===== src/rtl/mhf_pkg.sv =====
package mhf_pkg;

    localparam int IDX_W      = 9;
    localparam int NUM_BINS   = 1 << IDX_W;
    localparam int ADDR_BYTES = 6;
    localparam int CRC_W      = 32;
    localparam int CTRL_W     = 32;
    localparam int SET_BIT    = IDX_W;
    localparam logic [CRC_W-1:0] CRC_SEED      = 32'hFFFF_FFFF;
    localparam logic [CRC_W-1:0] CRC_POLY_REFL = 32'hEDB8_8320;

    typedef logic [IDX_W-1:0] bin_idx_t;
    typedef logic [CRC_W-1:0] crc_t;

    // lookup request produced when the last address byte is taken
    typedef struct packed {
        logic     valid;
        logic     group;
        bin_idx_t bin;
    } lookup_req_t;

    // decoded table command
    typedef struct packed {
        logic     wr;
        logic     set;
        bin_idx_t bin;
    } tbl_cmd_t;

    // registered verdict
    typedef struct packed {
        logic     valid;
        logic     group;
        logic     hit;
        logic     accept;
        bin_idx_t bin;
    } verdict_t;

    // one byte of a reflected CRC, LSB of the byte first
    function automatic crc_t crc_fold_byte(crc_t c, logic [7:0] d);
        crc_t r;
        r = c;
        for (int i = 0; i < 8; i++) begin
            if (r[0] ^ d[i]) r = (r >> 1) ^ CRC_POLY_REFL;
            else             r = r >> 1;
        end
        return r;
    endfunction

    // top IDX_W bits of the bit-reversed CRC
    function automatic bin_idx_t crc_to_bin(crc_t c);
        bin_idx_t b;
        for (int k = 0; k < IDX_W; k++) b[k] = c[IDX_W-1-k];
        return b;
    endfunction

    function automatic tbl_cmd_t decode_ctrl(logic wr, logic [CTRL_W-1:0] w);
        tbl_cmd_t t;
        t.wr  = wr;
        t.set = w[SET_BIT];
        t.bin = w[IDX_W-1:0];
        return t;
    endfunction

endpackage


===== src/rtl/mhf_crc_engine.sv =====
module mhf_crc_engine
    import mhf_pkg::*;
(
    input  logic        clk,
    input  logic        rst,
    input  logic        in_valid,
    input  logic        in_first,
    input  logic [7:0]  in_byte,
    output lookup_req_t req
);
    localparam int CNT_W = $clog2(ADDR_BYTES + 1);
    localparam logic [CNT_W-1:0] LAST_POS = CNT_W'(ADDR_BYTES - 1);

    logic [CNT_W-1:0] cnt_q, pos;
    crc_t             crc_q, seed, crc_nx;
    logic             grp_q, grp_nx, take, last;

    always_comb begin
        seed   = in_first ? CRC_SEED : crc_q;
        crc_nx = crc_fold_byte(seed, in_byte);
        pos    = in_first ? '0 : cnt_q;
        take   = in_valid && (in_first || cnt_q != '0);
        last   = take && (pos == LAST_POS);
        grp_nx = in_first ? in_byte[0] : grp_q;
        req.valid = last;
        req.group = grp_nx;
        req.bin   = crc_to_bin(crc_nx);
    end

    always_ff @(posedge clk) begin
        if (rst) begin
            cnt_q <= '0;
            crc_q <= CRC_SEED;
            grp_q <= 1'b0;
        end else if (take) begin
            crc_q <= crc_nx;
            grp_q <= grp_nx;
            cnt_q <= last ? '0 : pos + 1'b1;
        end
    end

    // progress counter never runs past the address length
    p_count_bound_r11: assert property (@(posedge clk) disable iff (rst)
        cnt_q < CNT_W'(ADDR_BYTES));

    // a byte that is neither first nor part of a run changes nothing
    p_idle_ignore_r11: assert property (@(posedge clk) disable iff (rst)
        (cnt_q == '0 && !in_first) |=> (cnt_q == '0));

endmodule


===== src/rtl/mhf_bin_table.sv =====
module mhf_bin_table
    import mhf_pkg::*;
(
    input  logic     clk,
    input  logic     rst,
    input  logic     wipe,
    input  tbl_cmd_t cmd,
    input  bin_idx_t rd_bin,
    output logic     rd_bit
);
    logic [NUM_BINS-1:0] bins_q;
    logic [NUM_BINS-1:0] we;

    for (genvar g = 0; g < NUM_BINS; g++) begin : g_we
        assign we[g] = cmd.wr && (cmd.bin == bin_idx_t'(g));
    end

    always_ff @(posedge clk) begin
        if (rst || wipe) begin
            bins_q <= '0;
        end else begin
            for (int i = 0; i < NUM_BINS; i++)
                if (we[i]) bins_q[i] <= cmd.set;
        end
    end

    assign rd_bit = bins_q[rd_bin];

    // a set command lands in the addressed bin
    p_set_bin_r2: assert property (@(posedge clk) disable iff (rst)
        (cmd.wr && cmd.set && !wipe) |=> bins_q[$past(cmd.bin)]);

    // a clear command empties the addressed bin
    p_clear_bin_r3: assert property (@(posedge clk) disable iff (rst)
        (cmd.wr && !cmd.set && !wipe) |=> !bins_q[$past(cmd.bin)]);

    // wipe empties the whole table on the next cycle
    p_wipe_all_r10: assert property (@(posedge clk) disable iff (rst)
        wipe |=> (bins_q == '0));

    // without a command the table holds
    p_hold_r3: assert property (@(posedge clk) disable iff (rst)
        (!cmd.wr && !wipe) |=> $stable(bins_q));

endmodule


===== src/rtl/mhf_verdict.sv =====
module mhf_verdict
    import mhf_pkg::*;
(
    input  logic        clk,
    input  logic        rst,
    input  lookup_req_t req,
    input  logic        bin_bit,
    input  logic        promisc,
    output verdict_t    vd
);
    logic hit_nx;

    assign hit_nx = req.group && bin_bit;

    always_ff @(posedge clk) begin
        if (rst) begin
            vd <= '0;
        end else begin
            vd.valid <= req.valid;
            if (req.valid) begin
                vd.group  <= req.group;
                vd.bin    <= req.bin;
                vd.hit    <= hit_nx;
                vd.accept <= promisc || hit_nx;
            end else begin
                vd.hit    <= 1'b0;
                vd.accept <= 1'b0;
            end
        end
    end

    // verdict is a single-cycle pulse
    p_pulse_r8: assert property (@(posedge clk) disable iff (rst)
        vd.valid |=> !vd.valid);

    // verdict follows the last byte by one cycle
    p_latency_r8: assert property (@(posedge clk) disable iff (rst)
        req.valid |=> vd.valid);

    // promiscuous at the last byte gives an accept
    p_promisc_r7: assert property (@(posedge clk) disable iff (rst)
        (req.valid && promisc) |=> vd.accept);

    // an individual address never matches
    p_unicast_r6: assert property (@(posedge clk) disable iff (rst)
        (req.valid && !req.group) |=> !vd.hit);

endmodule


===== src/rtl/mcast_hash_filter.sv =====
module mcast_hash_filter
    import mhf_pkg::*;
(
    input  logic              clk,
    input  logic              rst,
    input  logic              tbl_wr,
    input  logic [CTRL_W-1:0] tbl_word,
    input  logic              tbl_wipe,
    input  logic              promisc,
    input  logic              da_valid,
    input  logic              da_first,
    input  logic [7:0]        da_byte,
    output logic              vd_valid,
    output logic              vd_group,
    output logic              vd_hit,
    output logic              vd_accept,
    output logic [IDX_W-1:0]  vd_bin
);
    lookup_req_t req;
    tbl_cmd_t    cmd;
    verdict_t    vd;
    logic        bin_bit;
    logic        word_unused;

    assign cmd         = decode_ctrl(tbl_wr, tbl_word);
    assign word_unused = ^tbl_word[CTRL_W-1:SET_BIT+1];

    mhf_crc_engine u_crc (
        .clk      (clk),
        .rst      (rst),
        .in_valid (da_valid),
        .in_first (da_first),
        .in_byte  (da_byte),
        .req      (req)
    );

    mhf_bin_table u_tbl (
        .clk    (clk),
        .rst    (rst),
        .wipe   (tbl_wipe),
        .cmd    (cmd),
        .rd_bin (req.bin),
        .rd_bit (bin_bit)
    );

    mhf_verdict u_vd (
        .clk     (clk),
        .rst     (rst),
        .req     (req),
        .bin_bit (bin_bit),
        .promisc (promisc),
        .vd      (vd)
    );

    assign vd_valid  = vd.valid;
    assign vd_group  = vd.group;
    assign vd_hit    = vd.hit;
    assign vd_accept = vd.accept;
    assign vd_bin    = vd.bin;

    // a hit only ever comes with a group address and an accept
    p_hit_group_r5: assert property (@(posedge clk) disable iff (rst)
        vd_hit |-> (vd_group && vd_accept && vd_valid));

    // outputs are quiet in the cycle after reset
    p_reset_quiet_r1: assert property (@(posedge clk)
        rst |=> (!vd_valid && !vd_hit && !vd_accept));

endmodule


===== config.mk =====
export PLATFORM = sky130hd
export DESIGN_NAME = mcast_hash_filter
export DESIGN_NICKNAME = d
export VERILOG_FILES = /design/src/rtl/mhf_pkg.sv /design/src/rtl/mhf_crc_engine.sv /design/src/rtl/mhf_bin_table.sv /design/src/rtl/mhf_verdict.sv /design/src/rtl/mcast_hash_filter.sv
export SDC_FILE = /design/constraint.sdc
export NUM_CORES = 2
export LEC_CHECK = 0
export BUFFER_PORTS_ARGS = -buffer_cell sky130_fd_sc_hd__buf_2
export CORE_ASPECT_RATIO = 1.25
export CORE_UTILIZATION = 45
export CTS_CLUSTER_DIAMETER = 60
export DETAILED_ROUTE_END_ITERATION = 10
export PLACE_DENSITY = 0.66
export SYNTH_ARGS = -nofsm -noshare
export SYNTH_HDL_FRONTEND = slang
export SYNTH_SLANG_ARGS = --single-unit

===== constraint.sdc =====
create_clock -name clk -period 5.2 [get_ports clk]
set_input_delay 0.78 -clock clk [delete_from_list [all_inputs] [get_ports clk]]
set_output_delay 0.78 -clock clk [all_outputs]
set_load 0.01 [all_outputs]

==> metrics.yaml <==
final_layout:
  stdcell_count: 3832
  drive_above_1_share: 0.1080
  fin_area_mm2: 0.02942
  nNetsFinal: 3082
  fillers: 5492
  area_delta_synth_final_pct: 9.455
drt:
  drtIter0Drc: 3747
  routed-via-count: 25860
  drt-total-wl_um: 96920
  drc_errors: 12
  drtAntennaViolNets: 0
  via_per_inst: 6.749
  wl_per_cell_um: 25.29
  firstDrtPassIters: 9
clock_network:
  clockRootBuffer: "clkbuf_16"
  clk_pin_slew_ps: 60
  postCtsHoldBufs: 0
  cts_tree: "done"
  htree_levels: 2
  cts_made_buffers: 55
  clockBufferDepth: 3
  cts_setup_buffers: 0
  insertion_delay_ps: 640
  post_cts_resized: 0
  clock-sinks: 561
timing:
  setup_viol: 0
  tightest_slew_ps: 1282
  skew_ps: 40.61
  maxSlewViolCount: 0
  min_period_ps: 4698
  finalSetupTns_ps: 0
  period_share: 0.9034
  slew_headroom: 0.1432
  rsz0062_at_grt: "false"
  hold_violations: 0
  timing.fmax_ghz: 0.2129
  setup_ws_ps: 502.2
synth:
  async_reset_ff_frac: 0
  synth_cells: 3211
  synth_cell_types: 67
  synth-seq-cells: 561
  synth_flop_cell: "dfxtp_1"
  synth-seq-area-share: 0.4179
  ys_warn_count: 0
  syn-num-nets: 3260
  syn_avg_cell_area_um2: 8.370
  synth_edf_count: 0
  syn_area_mm2: 0.02688
global_route:
  grt_pass1_vias: 24140
  antenna_found_initial: 4
  use_met1: 0.3826
  busiest_layer: "met2"
  use_met2: 0.4957
  grtUsageTotal: 0.3124
  grt_max_degree: 196
  grt.overflow.total: 0
  use_met3: 0.06501
  grt_first_pass_wirelength_um: 145800
place:
  dpl_cell_area_mm2: 0.02754
  dp_worst_setup_slack_ps: 295.3
  place_hpwl_um: 56230
  place_inst: 3733
  gp_congestion: 0.9002
  io_buffers: 37
critical_path:
  required_ps: 5620
  cp_data_arrival_time_ps: 5120
  worstPathCellList: "xor3_1, o21a_1, a211oi_1, nor2_4, buf_4, nor2_1, o21ai_0, o311ai_0, o32a_1, a311oi_1, o32ai_1"
  cp_max_fo: 21
  crit_type: "flop to flop"
  cpMaxStageDelayCell: "o32ai_1"
  cpPeakStageDelay_ps: 770
  critPathCaptureType: "flop"
  start_kind: "flop"
outcome:
  violations: "design-rule violations"
  run_status: "finished with violations"
floorplanning:
  dieHeight_um: 275.2
  start_util: 0.4577
  core_area_mm2: 0.05871
  die-area_mm2: 0.06071
  pin_count: 60
  chipWidth_um: 220.6
  rows: 99
power_and_ir_drop:
  power_density_mw_per_mm2: 372.5
  vdd_drop_max_uv: 204.3
  leakage_nw: 8.778
hold_path:
  hold_path.class: "primary input to flop"
run:
  cap_viol_max_count: 0
cells in the mapped netlist, types with 12 or more instances:
library cell,instances,area (um2)
a211o_1,33,289.0
a211oi_1,266,1997
a21oi_1,538,2693
a221oi_1,18,157.7
a311oi_1,23,201.4
a31oi_1,12,75.07
and3_1,22,137.6
buf_1,17,63.81
buf_2,37,185.2
buf_4,16,120.1
clkbuf_1,292,1096
dfxtp_1,561,11230
mux2i_1,42,420.4
mux4_2,67,1509
nand2_1,250,938.4
nand3_1,270,1351
nand4_1,65,406.6
nor2_1,169,634.4
nor3_1,21,105.1
o21ai_0,275,1376
xnor2_1,63,551.8
xor2_1,23,201.4
critical path, delay by kind of cell, from the launching register on:
| family | cells | cell delay, ps |
|---|---|---|
| DFF | 1 | 500 |
| buffers and inverters | 1 | 300 |
| xor gates and xnor gates | 1 | 530 |
| and+or+nand+nor | 2 | 880 |
| AOI/OAI and AO/OA | 7 | 2260 |
cell type report:
class | instances | area, um2 | area share
Clock buffer | 80 | 1580 | 0.05372
Clock inverter | 18 | 294.0 | 0.009995
Timing Repair Buffer | 135 | 1090 | 0.03705
Sequential cell | 561 | 11230 | 0.3818
Multi-Input combinational cell | 2278 | 14260 | 0.4849
Antenna cell | 1 | 2.502 | 0.00008507
Tap cell | 757 | 947.2 | 0.03220
Inverter | 2 | 7.507 | 0.0002552
power by group:
part | switching [mW] | total, mW | internal, mW | leakage [nW]
sequential | 0.0326 | 4.36 | 4.33 | 4.52
combinational | 1.61 | 2.35 | 0.743 | 3.33
clock | 1.79 | 4.24 | 2.46 | 0.919
total | 3.43 | 11.0 | 7.53 | 8.78
final timing paths:
path	from	end	slack (ps)	cells past startpoint
setup / recovery	u_crc.crc_q[1]$_SDFFE_PP1P_	u_vd.vd[10]$_SDFF_PP0_	500	11
hold / removal	promisc	u_vd.vd[9]$_SDFF_PP0_	340	2
setup reg to reg	u_crc.crc_q[1]$_SDFFE_PP1P_	u_vd.vd[10]$_SDFF_PP0_	500	11
hold reg to reg	u_vd.vd[0]$_SDFFE_PP0P_	u_vd.vd[0]$_SDFFE_PP0P_	460	2
routing by layer:
| layer | routed length [um] | vias to the layer above | part of all wire |
|---|---|---|---|
| met3 | 9911 | 395 | 0.10 |
| li1 | - | 11510 | - |
| met4 | 6771 | 6 | 0.070 |
| met1 | 36050 | 12430 | 0.37 |
| met5 | 46 | - | 0.00047 |
| met2 | 44140 | 1520 | 0.46 |
sequential cells by signal, summed over array words and instances (netlist names):
| register | cells |
|---|---|
| u_crc.grp_q | 1 |
| u_vd.vd | 13 |
| u_crc.crc_q | 32 |
| u_tbl.bins_q | 512 |
| u_crc.cnt_q | 3 |
layout by cell type, fill, tap and decap left out, types with 11 or more instances in the layout:
| master | instances |
|---|---|
| a311oi_1 | 23 |
| a21oi_1 | 538 |
| a211o_1 | 33 |
| nor3_1 | 15 |
| nand3_1 | 270 |
| xor2_1 | 21 |
| o21ai_0 | 275 |
| a221oi_1 | 18 |
| clkbuf_1 | 14 |
| a211oi_1 | 266 |
| xnor2_1 | 62 |
| and3_1 | 22 |
| nand4_1 | 65 |
| clkbuf_8 | 11 |
| buf_12 | 13 |
| nand2_1 | 247 |
| mux2i_1 | 42 |
| dfxtp_1 | 561 |
| nor2_4 | 11 |
| a31oi_1 | 12 |
| buf_2 | 36 |
| mux4_2 | 67 |
| clkbuf_16 | 55 |
| nor2_1 | 158 |
| buf_4 | 85 |
cell families (layout without fill, tap and decap cells):
| family | count (synthesis) | in the layout | share of synthesized area |
|---|---|---|---|
| AND/OR/NAND/NOR | 839 | 839 | 0.1439 |
| AO/OA/AOI/OAI | 1233 | 1233 | 0.2741 |
| buffers and inverters | 372 | 235 | 0.05815 |
| adder cells (fa/ha/maj) | 2 | 2 | 0.0009309 |
| multiplexers | 116 | 116 | 0.07528 |
| other | 0 | 1 | 0 |
| flip-flops | 561 | 561 | 0.4179 |
| XOR/XNOR | 88 | 88 | 0.02980 |
metrics by stage:
step	util	power, mW	hold slack, ps
6_report	0.5010	10.96	341.5
5_1_grt	0.5010	11.22	345.9
4_1_cts	0.5010	10.90	329.2
3_5_place_dp	0.4691	6.723	451.2
2_1_floorplan	-	5.861	435.7
3_3_place_gp	0.4691	6.709	443.8
Power figures use the tool's default switching activity.
